<file path="config.mk">
export PLATFORM = sky130hd
export DESIGN_NAME = fast_flag_detect
export DESIGN_NICKNAME = d
export VERILOG_FILES = /design/src/rtl/ffd_pkg.sv /design/src/rtl/ffd_regs.sv /design/src/rtl/ffd_mag.sv /design/src/rtl/ffd_hyst.sv /design/src/rtl/fast_flag_detect.sv
export SDC_FILE = /design/constraint.sdc
export NUM_CORES = 1
export LEC_CHECK = 0
export ABC_AREA = 1
export BUFFER_PORTS_ARGS = -buffer_cell sky130_fd_sc_hd__buf_2
export CORE_MARGIN = 3
export CORE_UTILIZATION = 55
export CTS_CLUSTER_SIZE = 12
export DETAILED_ROUTE_END_ITERATION = 10
export GPL_ROUTABILITY_DRIVEN = 1
export PLACE_DENSITY = 0.74
export SKIP_CTS_REPAIR_TIMING = 1
export SLEW_MARGIN = 5
export SYNTH_ARGS = -nofsm -noshare
export SYNTH_HDL_FRONTEND = slang
export SYNTH_SLANG_ARGS = --single-unit
</file>
<file path="constraint.sdc">
create_clock -name clk_i -period 2.89 [get_ports clk_i]
set_input_delay 0.578 -clock clk_i [delete_from_list [all_inputs] [get_ports clk_i]]
set_output_delay 0.578 -clock clk_i [all_outputs]
set_load 0.005 [all_outputs]
</file>
<file path="src/rtl/ffd_pkg.sv">
package ffd_pkg;
  localparam int unsigned MAG_W   = 15;
  localparam int unsigned DWELL_W = 16;
  localparam int unsigned ADDR_W  = 3;

  typedef enum logic [ADDR_W-1:0] {
    REG_CTRL   = 3'd0,
    REG_UPR_LO = 3'd1,
    REG_UPR_HI = 3'd2,
    REG_LWR_LO = 3'd3,
    REG_LWR_HI = 3'd4,
    REG_DWL_LO = 3'd5,
    REG_DWL_HI = 3'd6
  } reg_addr_e;
endpackage

</file>
<file path="src/rtl/ffd_regs.sv">
module ffd_regs
  import ffd_pkg::*;
#(
  parameter int unsigned MAG_W   = ffd_pkg::MAG_W,
  parameter int unsigned DWELL_W = ffd_pkg::DWELL_W
) (
  input  logic               clk_i,
  input  logic               rst_ni,
  input  logic               wr_en_i,
  input  logic [ADDR_W-1:0]  wr_addr_i,
  input  logic [7:0]         wr_data_i,
  output logic               en_o,
  output logic [MAG_W-1:0]   upper_o,
  output logic [MAG_W-1:0]   lower_o,
  output logic [DWELL_W-1:0] dwell_o
);
  localparam int unsigned HI_W = MAG_W - 8;

  logic               en_q;
  logic [MAG_W-1:0]   upper_q, lower_q;
  logic [DWELL_W-1:0] dwell_q;

  always_ff @(posedge clk_i or negedge rst_ni) begin
    if (!rst_ni) begin
      en_q    <= 1'b0;
      upper_q <= '0;
      lower_q <= '0;
      dwell_q <= '0;
    end else if (wr_en_i) begin
      case (reg_addr_e'(wr_addr_i))
        REG_CTRL:   en_q                   <= wr_data_i[0];
        REG_UPR_LO: upper_q[7:0]           <= wr_data_i;
        REG_UPR_HI: upper_q[MAG_W-1:8]     <= wr_data_i[HI_W-1:0];
        REG_LWR_LO: lower_q[7:0]           <= wr_data_i;
        REG_LWR_HI: lower_q[MAG_W-1:8]     <= wr_data_i[HI_W-1:0];
        REG_DWL_LO: dwell_q[7:0]           <= wr_data_i;
        REG_DWL_HI: dwell_q[DWELL_W-1:8]   <= wr_data_i[DWELL_W-9:0];
        default: ;
      endcase
    end
  end

  assign en_o    = en_q;
  assign upper_o = upper_q;
  assign lower_o = lower_q;
  assign dwell_o = dwell_q;
endmodule

</file>
<file path="src/rtl/ffd_mag.sv">
module ffd_mag #(
  parameter int unsigned MAG_W     = ffd_pkg::MAG_W,
  parameter bit          SIGNED_IN = 1'b0,
  localparam int unsigned SMP_W    = MAG_W + (SIGNED_IN ? 1 : 0)
) (
  input  logic [SMP_W-1:0] sample_i,
  output logic [MAG_W-1:0] mag_o
);
  generate
    if (SIGNED_IN) begin : g_abs
      logic [SMP_W-1:0] neg_w;
      logic [SMP_W-1:0] abs_w;
      assign neg_w = ~sample_i + 1'b1;
      assign abs_w = sample_i[SMP_W-1] ? neg_w : sample_i;
      // only the most negative code overflows into the top bit
      assign mag_o = abs_w[SMP_W-1] ? {MAG_W{1'b1}} : abs_w[MAG_W-1:0];
    end else begin : g_pass
      assign mag_o = sample_i;
    end
  endgenerate
endmodule

</file>
<file path="src/rtl/ffd_hyst.sv">
module ffd_hyst #(
  parameter int unsigned MAG_W   = ffd_pkg::MAG_W,
  parameter int unsigned DWELL_W = ffd_pkg::DWELL_W
) (
  input  logic               clk_i,
  input  logic               rst_ni,
  input  logic               vld_i,
  input  logic [MAG_W-1:0]   mag_i,
  input  logic [MAG_W-1:0]   upper_i,
  input  logic [MAG_W-1:0]   lower_i,
  input  logic [DWELL_W-1:0] dwell_i,
  output logic               state_o
);
  logic               state_q;
  logic [DWELL_W-1:0] run_q;
  logic [DWELL_W:0]   run_inc;
  logic               above, below, run_done;

  assign above    = mag_i > upper_i;
  assign below    = mag_i < lower_i;
  assign run_inc  = {1'b0, run_q} + 1'b1;
  assign run_done = run_inc >= {1'b0, dwell_i};

  always_ff @(posedge clk_i or negedge rst_ni) begin
    if (!rst_ni) begin
      state_q <= 1'b0;
      run_q   <= '0;
    end else if (vld_i) begin
      if (above) begin
        state_q <= 1'b1;
        run_q   <= '0;
      end else if (state_q && below) begin
        if (run_done) begin
          state_q <= 1'b0;
          run_q   <= '0;
        end else begin
          run_q <= run_inc[DWELL_W-1:0];
        end
      end else begin
        run_q <= '0;
      end
    end
  end

  assign state_o = state_q;
endmodule

</file>
<file path="src/rtl/fast_flag_detect.sv">
module fast_flag_detect
  import ffd_pkg::*;
#(
  parameter int unsigned MAG_W     = ffd_pkg::MAG_W,
  parameter int unsigned DWELL_W   = ffd_pkg::DWELL_W,
  parameter bit          SIGNED_IN = 1'b0,
  localparam int unsigned SMP_W    = MAG_W + (SIGNED_IN ? 1 : 0)
) (
  input  logic              clk_i,
  input  logic              rst_ni,
  input  logic              wr_en_i,
  input  logic [ADDR_W-1:0] wr_addr_i,
  input  logic [7:0]        wr_data_i,
  input  logic              sample_vld_i,
  input  logic [SMP_W-1:0]  sample_i,
  output logic              flag_o,
  output logic              raw_o
);
  logic               en_w;
  logic [MAG_W-1:0]   upper_w, lower_w, mag_w;
  logic [DWELL_W-1:0] dwell_w;
  logic               state_w;

  ffd_regs #(.MAG_W(MAG_W), .DWELL_W(DWELL_W)) u_regs (
    .clk_i, .rst_ni, .wr_en_i, .wr_addr_i, .wr_data_i,
    .en_o(en_w), .upper_o(upper_w), .lower_o(lower_w), .dwell_o(dwell_w)
  );

  ffd_mag #(.MAG_W(MAG_W), .SIGNED_IN(SIGNED_IN)) u_mag (
    .sample_i, .mag_o(mag_w)
  );

  ffd_hyst #(.MAG_W(MAG_W), .DWELL_W(DWELL_W)) u_hyst (
    .clk_i, .rst_ni, .vld_i(sample_vld_i), .mag_i(mag_w),
    .upper_i(upper_w), .lower_i(lower_w), .dwell_i(dwell_w),
    .state_o(state_w)
  );

  assign raw_o  = state_w;
  assign flag_o = state_w & en_w;
endmodule

</file>
==> results.sh, run 1 <==
export IMPL_fin_crit_sh_pct=95.2
export IMPL_placed_area_um2=4270
export IMPL_clk_pin_slew_ns=0.08
export IMPL_tightestPinTransition_ns=0.682
export IMPL_critPathRequiredTime_ns=3.15
export IMPL_die_area_um2=8360
export IMPL_drc=0
export IMPL_wire_per_inst_um=13.3
export IMPL_dpl_hpwl_um=6270
export IMPL_cts_sinks=64
export IMPL_power_density_nw_per_um2=565
export IMPL_pre_cts_ws_ns=0.0148
export IMPL_overflow=0
export IMPL_min_period_ns=2.75
export IMPL_floorplan_rows=30
export IMPL_postRouteAntennaNets=0
export IMPL_fp_dieH_um=91.5
export IMPL_routabilityCongestion=0.864
export IMPL_avgViaCountPerCell=5.05
export IMPL_maxSlewViolCount=0
export IMPL_setup_viol=0
export IMPL_slew_headroom_pct=54.5
export IMPL_fin_util_pct=65.6
export IMPL_synth_distinct_cells=33
export IMPL_top_level_ports=32
export IMPL_synth_seq_area_share_pct=39.9
export IMPL_fin_area_um2=4550
export IMPL_cp_end_kind="flip-flop"
export IMPL_ys_warn_count=0
export IMPL_crit_arrival_ns=3.01
export IMPL_first_global_vias=3217
export IMPL_drtPass1Iterations=4
export IMPL_setup_slack_ns=0.138
export IMPL_worst_path_max_fanout=8
export IMPL_grt_pass1_wl_um=14600
export IMPL_vias=3235
export IMPL_vdd_drop_max_v=0.000341
export IMPL_drt_total_wl_um=8540
export IMPL_setup_worst_path_start_class="flip-flop"
export IMPL_power_mw=2.57
export IMPL_area_growth_syn_to_layout_pct=13.4
export IMPL_drt_iter0_drc=194
export IMPL_numCtsBuffers=9
export IMPL_synth_nets=577
export IMPL_syn_area_per_cell_um2=8.02
export IMPL_ys_ff_latch=64
export IMPL_coreArea_um2=6940
export IMPL_cts_tree="built"
export IMPL_leakagePower_nw=2.46
export IMPL_numPortBuffers=31
export IMPL_die_x_um=91.5
export IMPL_num_antenna_cells=0
export IMPL_clock_latency_ns=0.35
export IMPL_hold_viol_final=0
export IMPL_worstSetupPathType="reg -> reg"
export IMPL_synthCells=501
export IMPL_hp_class="in -> async"
export IMPL_grt_antenna_before_repair=0
export IMPL_cts_root_buffer="clkbuf_8"
export IMPL_track_usage_pct=22.0
export IMPL_fmax_ghz=0.363
export IMPL_syn_area_um2=4020
export IMPL_cts_buffer_depth=2
export IMPL_drv_cap=0
export IMPL_outcome="completed"
export IMPL_nNetsFinal=616
export IMPL_start_util_pct=57.8
export IMPL_drive_gt1_share_pct=17.4
export IMPL_grt_max_degree=37
export IMPL_htreeDepth=3
export IMPL_skew_ns=0.0161
[metal layers]
metal | GRT usage, % | vias to the layer above | routed length [µm]
li1 | - | 1662 | -
met1 | 30.5 | 1499 | 3920
met2 | 34.5 | 59 | 3940
met3 | 4.56 | 15 | 522
met4 | 7.16 | 0 | 152
met5 | 0 | - | 0
[metrics by stage]
| step | hold slack [ns] | cells | TNS (ns) |
|---|---|---|---|
| 2_1_floorplan | 0.282 | 501 | 0 |
| 3_3_place_gp | 0.468 | 621 | 0 |
| 3_5_place_dp | 0.473 | 621 | 0 |
| 4_1_cts | 0.282 | 637 | 0 |
| 5_1_grt | 0.301 | 641 | -0.0115 |
| 6_report | 0.258 | 641 | 0 |
[critical path: stages, from the launching register on]
cell and delay, ns:
dfrtp_2 0.42, ha_4 0.17, nand3_4 0.08, nor2_4 0.15, nand2_4 0.08, nor2_4 0.14, nand2_2 0.08, xnor2_2 0.15
ha_1 0.34, nand2_2 0.09, inv_2 0.04, a21oi_2 0.12, o21ai_1 0.07, nand2_1 0.07, a21oi_2 0.07, nor2_4 0.20
nand3_4 0.20, o21ai_2 0.18
[cells in the final DEF, fill, tap and decap left out, types with 2 or more instances in the layout]
cell type | Yosys | final
nand3_1 | 9 | 9
o21ai_0 | 55 | 52
inv_2 | 8 | 8
o21ai_1 | 2 | 4
nand4_1 | 5 | 5
a21oi_1 | 18 | 16
buf_2 | 0 | 31
nand2_2 | 2 | 4
o21a_1 | 2 | 2
inv_1 | 91 | 91
clkinv_2 | 0 | 2
o21ai_2 | 9 | 10
buf_4 | 0 | 3
nor2_1 | 16 | 16
xor2_1 | 10 | 10
nor2_2 | 4 | 2
nand2_1 | 132 | 130
nor3_2 | 2 | 2
nor2_4 | 2 | 4
dfrtp_2 | 0 | 3
nand3_2 | 3 | 2
clkbuf_8 | 0 | 10
nand3_4 | 1 | 3
a21oi_2 | 1 | 3
ha_1 | 46 | 45
a21o_1 | 2 | 2
dfrtp_1 | 64 | 61
[cell families after synthesis]
kind of cell | Yosys count | synth area share, %
AND/OR/NAND/NOR | 182 | 20.0
buffers and inverters | 107 | 10.4
AO/OA/AOI/OAI | 91 | 12.8
flip-flops | 64 | 39.9
XOR/XNOR | 11 | 2.59
adder cells (fa/ha/maj) | 46 | 14.3
[worst paths after layout]
check                           slack [ns]                from  depth (start not counted)                 end
worst max register to register        0.14     u_hyst.run_q[1]                         17    u_hyst.run_q[11]
max in group asynchronous             1.99              rst_ni                          2  u_regs.lower_o[12]
worst min register to register        0.49  u_regs.lower_o[10]                          2  u_regs.lower_o[10]
min in group clk_i                    0.49  u_regs.lower_o[10]                          2  u_regs.lower_o[10]
worst min-delay path                  0.26              rst_ni                          1   u_regs.lower_o[1]
worst max-delay path                  0.14     u_hyst.run_q[1]                         17    u_hyst.run_q[11]
[layout make-up]
class | count | area [µm²]
clock buffer | 11 | 141
clock inverter | 5 | 56.3
fill | 597 | 2390
inverter | 99 | 372
multi-input combinational | 331 | 2060
sequential | 64 | 1610
tap | 96 | 120
timing repair buffer | 35 | 198
[synth_stat cells]
cell / instances / share of area, %
buf_12: 1 / 0.50
nor2_1: 16 / 1.5
a21oi_1: 18 / 2.2
nor2_2: 4 / 0.62
a31oi_1: 1 / 0.16
xor2_1: 10 / 2.2
ha_1: 46 / 14
nand3_1: 9 / 1.1
o21ai_2: 9 / 2.0
nand4_1: 5 / 0.78
nand2_2: 2 / 0.31
nor3b_1: 1 / 0.19
nand2_1: 132 / 12
nor2_4: 2 / 0.56
nand3_2: 3 / 0.75
and3_1: 1 / 0.16
nor4_1: 1 / 0.16
nor3_2: 2 / 0.50
or2_1: 1 / 0.16
nor3_1: 1 / 0.12
clkbuf_1: 7 / 0.65
dfrtp_1: 64 / 40
a21oi_2: 1 / 0.22
xnor2_2: 1 / 0.41
o21ai_0: 55 / 6.9
a21oi_4: 1 / 0.41
a21o_1: 2 / 0.37
nand3_4: 1 / 0.44
inv_1: 91 / 8.5
nand2_4: 1 / 0.28
o21a_1: 2 / 0.37
o21ai_1: 2 / 0.25
inv_2: 8 / 0.75
[power by group]
part / internal [mW] / total (mW) / switching [mW]
combinational: 0.273 / 0.675 / 0.403
clock: 0.421 / 0.775 / 0.355
sequential: 1.04 / 1.12 / 0.0875
[sequential cells by signal (all words and copies together) (netlist names)]
register / cells
u_regs.en_o: 1
u_hyst.state_o: 1
u_regs.upper_o: 15
u_regs.dwell_o: 16
u_hyst.run_q: 16
u_regs.lower_o: 15
Note: power is estimated with default switching activity, not from simulation.
==> run 2, diff against run 1 <==
--- a/config.mk
+++ b/config.mk
@@ -7,12 +7,14 @@
 export LEC_CHECK = 0
 export ABC_AREA = 1
 export BUFFER_PORTS_ARGS = -buffer_cell sky130_fd_sc_hd__buf_2
+export CORE_ASPECT_RATIO = 0.9
 export CORE_MARGIN = 3
 export CORE_UTILIZATION = 55
 export CTS_CLUSTER_SIZE = 12
 export DETAILED_ROUTE_END_ITERATION = 10
 export GPL_ROUTABILITY_DRIVEN = 1
-export PLACE_DENSITY = 0.74
+export MAX_ROUTING_LAYER = met4
+export PLACE_DENSITY = 0.77
 export SKIP_CTS_REPAIR_TIMING = 1
 export SLEW_MARGIN = 5
 export SYNTH_ARGS = -nofsm -noshare
==> constraint.sdc (replaced) <==
create_clock -name clk_i -period 2.4 [get_ports clk_i]
set_input_delay 0.48 -clock clk_i [delete_from_list [all_inputs] [get_ports clk_i]]
set_output_delay 0.48 -clock clk_i [all_outputs]
set_load 0.005 [all_outputs]
==> results.sh, run 2 (synthesized netlist as in run 1, its figures left out) <==
export IMPL_first_global_vias=3303
export IMPL_top_level_ports=32
export IMPL_fin_cells=670
export IMPL_postRouteAntennaNets=0
export IMPL_drc=0
export IMPL_leakagePower_nw=2.64
export IMPL_seqPwrFrac_pct=44.7
export IMPL_skew_ns=0.00758
export IMPL_overflow=0
export IMPL_vdd_drop_max_v=0.000427
export IMPL_worstReg2RegEnd="u_hyst.run_q[1]"
export IMPL_drive_gt1_share_pct=24.5
export IMPL_drt_iter0_drc=181
export IMPL_drtPass1Iterations=5
export IMPL_cp_end_kind="flip-flop"
export IMPL_cts_root_buffer="clkbuf_8"
export IMPL_fp_dieH_um=87.1
export IMPL_critPathRequiredTime_ns=2.63
export IMPL_cts_sinks=64
export IMPL_clkPwrFrac_pct=26.2
export IMPL_vias=3463
export IMPL_area_growth_syn_to_layout_pct=21.0
export IMPL_power_density_nw_per_um2=623
export IMPL_power_internal_mw=1.98
export IMPL_track_usage_pct=24.0
export IMPL_crit_arrival_ns=2.94
export IMPL_fin_area_um2=4860
export IMPL_whs_ns=0.150
export IMPL_rrSetupSlack_ns=-0.31
export IMPL_coreArea_um2=6830
export IMPL_rsz0062_at_grt="true"
export IMPL_hold_viol_final=0
export IMPL_htreeDepth=3
export IMPL_drt_total_wl_um=9340
export IMPL_wire_per_inst_um=13.9
export IMPL_die_x_um=96.1
export IMPL_grt_antenna_before_repair=0
export IMPL_numCtsBuffers=9
export IMPL_worstSetupPathType="reg -> reg"
export IMPL_floorplan_rows=28
export IMPL_routabilityCongestion=0.841
export IMPL_tightestPinTransition_ns=0.631
export IMPL_num_antenna_cells=0
export IMPL_setup_viol=17
export IMPL_worst_r2r_cell_count=18
export IMPL_fillCellCount=532
export IMPL_hp_class="in -> async"
export IMPL_clk_pin_slew_ns=0.07
export IMPL_die_area_um2=8370
export IMPL_final_cell_mix="nand2_1 (128), inv_1 (90), dfrtp_1 (64)"
export IMPL_setup_slack_ns=-0.308
export IMPL_final_common_cell="nand2_1"
export IMPL_avgViaCountPerCell=5.17
export IMPL_switching_share_pct=34.6
export IMPL_slew_headroom_pct=57.9
export IMPL_clock_latency_ns=0.34
export IMPL_setup_worst_path_start_class="flip-flop"
export IMPL_cts_buffer_depth=2
export IMPL_grt_max_degree=39
export IMPL_placed_area_um2=4540
export IMPL_worst_path_max_fanout=10
export IMPL_numPortBuffers=31
export IMPL_placed_cells=648
export IMPL_min_period_ns=2.71
export IMPL_cts_tree="built"
export IMPL_dpl_hpwl_um=6860
export IMPL_grt_pass1_wl_um=14900
export IMPL_drv_cap=0
export IMPL_start_util_pct=58.8
export IMPL_rr_startpoint="u_hyst.run_q[1]"
export IMPL_p_sw_mw=1.05
export IMPL_outcome="finished with violations"
export IMPL_violations="setup timing"
export IMPL_fmax_ghz=0.369
export IMPL_nNetsFinal=651
export IMPL_fin_crit_sh_pct=113
export IMPL_combPwrFrac_pct=29.1
export IMPL_maxSlewViolCount=0
-- run 2: metal layers --
metal	GRT usage [%]	routed length (µm)	up-vias
li1	-	-	1725
met1	30.9	4080	1645
met2	38.1	4660	86
met3	5.70	527	7
met4	6.46	67	0
met5	-	0	-
-- run 2: cell type report --
class / count / area, µm² / area share (%)
tap: 90 / 113 / 2.32
inverter: 99 / 372 / 7.64
clock inverter: 6 / 36.3 / 0.746
multi-input combinational: 330 / 2120 / 43.7
sequential: 64 / 1600 / 32.9
clock buffer: 10 / 128 / 2.63
timing repair buffer: 71 / 488 / 10.0
-- run 2: power groups by stage --
stage / clock [mW] / combinational [mW] / sequential [mW]
final: 0.793 / 0.881 / 1.36
after CTS: 0.811 / 0.836 / 1.35
after detailed placement: 0 / 0.821 / 1.37
after global routing: 0.855 / 1.01 / 1.37
after floorplan: 0 / 0.564 / 1.34
after global placement: 0 / 0.769 / 1.36
-- run 2: how the worst max path moves through the flow --
stage	start	endpoint	slack [ns]	depth (start not counted)
CTS	u_hyst.run_q[1]	u_hyst.run_q[2]	-0.38	17
finish	u_hyst.run_q[1]	u_hyst.run_q[1]	-0.31	18
global route	u_hyst.run_q[0]	u_hyst.run_q[5]	-0.49	17
global placement	u_hyst.run_q[0]	u_hyst.run_q[3]	-0.15	17
detailed placement	u_hyst.run_q[0]	u_hyst.run_q[2]	-0.33	17
floorplan	u_hyst.run_q[0]	u_hyst.run_q[0]	-0.1	18
-- run 2: worst max-delay path, stage by stage (launching register included) --
cell and delay, ns:
dfrtp_1 0.43, ha_4 0.18, nand3_4 0.07, nor2_4 0.14, nand2_4 0.09, nor2_4 0.16, nand2_2 0.08, xnor2_2 0.15
ha_1 0.31, nand2_2 0.08, nor2_1 0.10, nand2_1 0.06, o21ai_1 0.11, nand2_1 0.08, a21oi_2 0.18, nor2_4 0.06
nand3_4 0.08, buf_12 0.15, o21ai_1 0.06
-- run 2: per-stage QoR --
stage / setup TNS (ns) / utilization [%] / setup slack (ns) / total power [mW]
after detailed placement: -4.08 / 66.4 / -0.329 / 2.19
final: -4.89 / 71.2 / -0.308 / 3.03
after global routing: -8.03 / 71.2 / -0.495 / 3.24
after global placement: -2.14 / 66.4 / -0.146 / 2.13
after CTS: -5.09 / 68.8 / -0.384 / 3.00
after floorplan: -0.953 / - / -0.0983 / 1.90
==> run 3, diff against run 2 <==
--- a/config.mk
+++ b/config.mk
@@ -14,7 +14,7 @@
 export DETAILED_ROUTE_END_ITERATION = 10
 export GPL_ROUTABILITY_DRIVEN = 1
 export MAX_ROUTING_LAYER = met4
-export PLACE_DENSITY = 0.77
+export PLACE_DENSITY = 0.79
 export SKIP_CTS_REPAIR_TIMING = 1
 export SLEW_MARGIN = 5
 export SYNTH_ARGS = -nofsm -noshare
==> constraint.sdc (replaced) <==
create_clock -name clk_i -period 3.49 [get_ports clk_i]
set_input_delay 0.698 -clock clk_i [delete_from_list [all_inputs] [get_ports clk_i]]
set_output_delay 0.698 -clock clk_i [all_outputs]
set_load 0.005 [all_outputs]
==> results.sh, run 3 (synthesized netlist as in run 1, its figures left out) <==
export IMPL_outcome="completed"
export IMPL_cp_cell_sequence="ha_1 -> nand3_2 -> nor2_4 -> nand2_4 -> nor2_4 -> nand2_2 -> xnor2_2 -> ha_1 -> nand2_1 -> inv_2 -> a21oi_1 -> o21ai_1 -> nand2_1 -> a21oi_1 -> nor2_2 -> nand3_4 -> o21ai_0"
export IMPL_crit_arrival_ns=3.22
export IMPL_worstSetupPathType="reg -> reg"
export IMPL_rr_startpoint="u_hyst.run_q[0]"
export IMPL_num_antenna_cells=0
export IMPL_worst_path_max_fanout=16
export IMPL_power_mw=2.03
export IMPL_die_area_um2=8370
export IMPL_drv_cap=0
export IMPL_vdd_drop_max_v=0.000323
export IMPL_grt_max_degree=48
export IMPL_slowest_delay_ns=0.44
export IMPL_clk_pin_slew_ns=0.07
export IMPL_setup_viol=0
export IMPL_fin_crit_sh_pct=85.1
export IMPL_postRouteAntennaNets=0
export IMPL_routabilityCongestion=0.875
export IMPL_setup_worst_path_start_class="flip-flop"
export IMPL_coreArea_um2=6830
export IMPL_fin_area_um2=4420
export IMPL_cts_root_buffer="clkbuf_8"
export IMPL_maxSlewViolCount=0
export IMPL_cts_sinks=64
export IMPL_floorplan_rows=28
export IMPL_cts_tree="built"
export IMPL_drc=0
export IMPL_dpl_hpwl_um=6600
export IMPL_numPortBuffers=31
export IMPL_vias=3262
export IMPL_cts_buffer_depth=2
export IMPL_fillCellCount=592
export IMPL_skew_ns=0.0105
export IMPL_path_buf_inv=1
export IMPL_fp_dieH_um=87.1
export IMPL_cp_startpoint="u_hyst.run_q[0]"
export IMPL_slew_headroom_pct=61.3
export IMPL_path_delay_family="simple AND/OR/NAND/NOR gates"
export IMPL_pre_cts_ws_ns=0.576
export IMPL_overflow=0
export IMPL_die_x_um=96.1
export IMPL_hp_class="in -> async"
export IMPL_power_density_nw_per_um2=458
export IMPL_leakagePower_nw=2.43
export IMPL_min_period_ns=2.97
export IMPL_drt_iter0_drc=174
export IMPL_drive_gt1_share_pct=15.0
export IMPL_hold_viol_final=0
export IMPL_drtPass1Iterations=5
export IMPL_area_growth_syn_to_layout_pct=10.0
export IMPL_start_util_pct=58.8
export IMPL_tightestPinTransition_ns=0.580
export IMPL_fin_util_pct=64.7
export IMPL_first_global_vias=3154
export IMPL_nNetsFinal=612
export IMPL_avgViaCountPerCell=5.18
export IMPL_drt_total_wl_um=8480
export IMPL_wire_per_inst_um=13.5
export IMPL_numCtsBuffers=9
export IMPL_grt_antenna_before_repair=0
export IMPL_setup_slack_ns=0.521
export IMPL_grt_pass1_wl_um=14200
export IMPL_clock_latency_ns=0.34
export IMPL_cp_end_kind="flip-flop"
export IMPL_final_common_cell="nand2_1"
export IMPL_htreeDepth=3
export IMPL_placed_cells=615
export IMPL_whs_ns=0.282
export IMPL_track_usage_pct=22.9
export IMPL_top_level_ports=32
export IMPL_slowest_stage="dfrtp_1"
export IMPL_fmax_ghz=0.337
export IMPL_placed_area_um2=4250
export IMPL_rsz0062_at_grt="false"
export IMPL_critPathRequiredTime_ns=3.74
export IMPL_fin_cells=630
export IMPL_final_cell_mix="nand2_1 (132), inv_1 (91), dfrtp_1 (64)"
export IMPL_tns_ns=0
-- run 3: cell type report --
type | count | area (µm²) | share of cell area, %
Clock buffer | 12 | 155 | 3.51
Inverter | 99 | 372 | 8.41
Clock inverter | 3 | 17.5 | 0.396
Tap cell | 90 | 113 | 2.55
Sequential cell | 64 | 1600 | 36.3
Multi-Input combinational cell | 330 | 2000 | 45.2
Timing Repair Buffer | 32 | 163 | 3.68
-- run 3: final timing paths --
path / slack, ns / end / cells past startpoint
hold reg to reg: 0.49 / u_regs.lower_o[1] / 2
setup / recovery: 0.52 / u_hyst.run_q[1] / 17
max in group asynchronous: 2.27 / u_hyst.run_q[11] / 2
hold / removal: 0.28 / u_regs.dwell_o[3] / 1
setup reg to reg: 0.52 / u_hyst.run_q[1] / 17
min in group clk_i: 0.49 / u_regs.lower_o[1] / 2
-- run 3: worst reg2reg max path, stage by stage, from the launching register on --
cell	delay (ns)
dfrtp_1	0.44
ha_1	0.24
nand3_2	0.13
nor2_4	0.15
nand2_4	0.08
nor2_4	0.14
nand2_2	0.08
xnor2_2	0.14
ha_1	0.30
nand2_1	0.13
inv_2	0.04
a21oi_1	0.13
o21ai_1	0.08
nand2_1	0.07
a21oi_1	0.07
nor2_2	0.15
nand3_4	0.25
o21ai_0	0.27
-- run 3: layer usage --
metal,track usage [%],wire (µm)
met5,-,0
met4,6.07,122
met3,6.57,495
met2,36.6,3990
met1,28.6,3880
-- run 3: power by group --
group / internal [mW] / switching [mW] / total [mW]
Sequential: 0.857 / 0.0737 / 0.930
Combinational: 0.209 / 0.320 / 0.529
Clock: 0.290 / 0.276 / 0.566
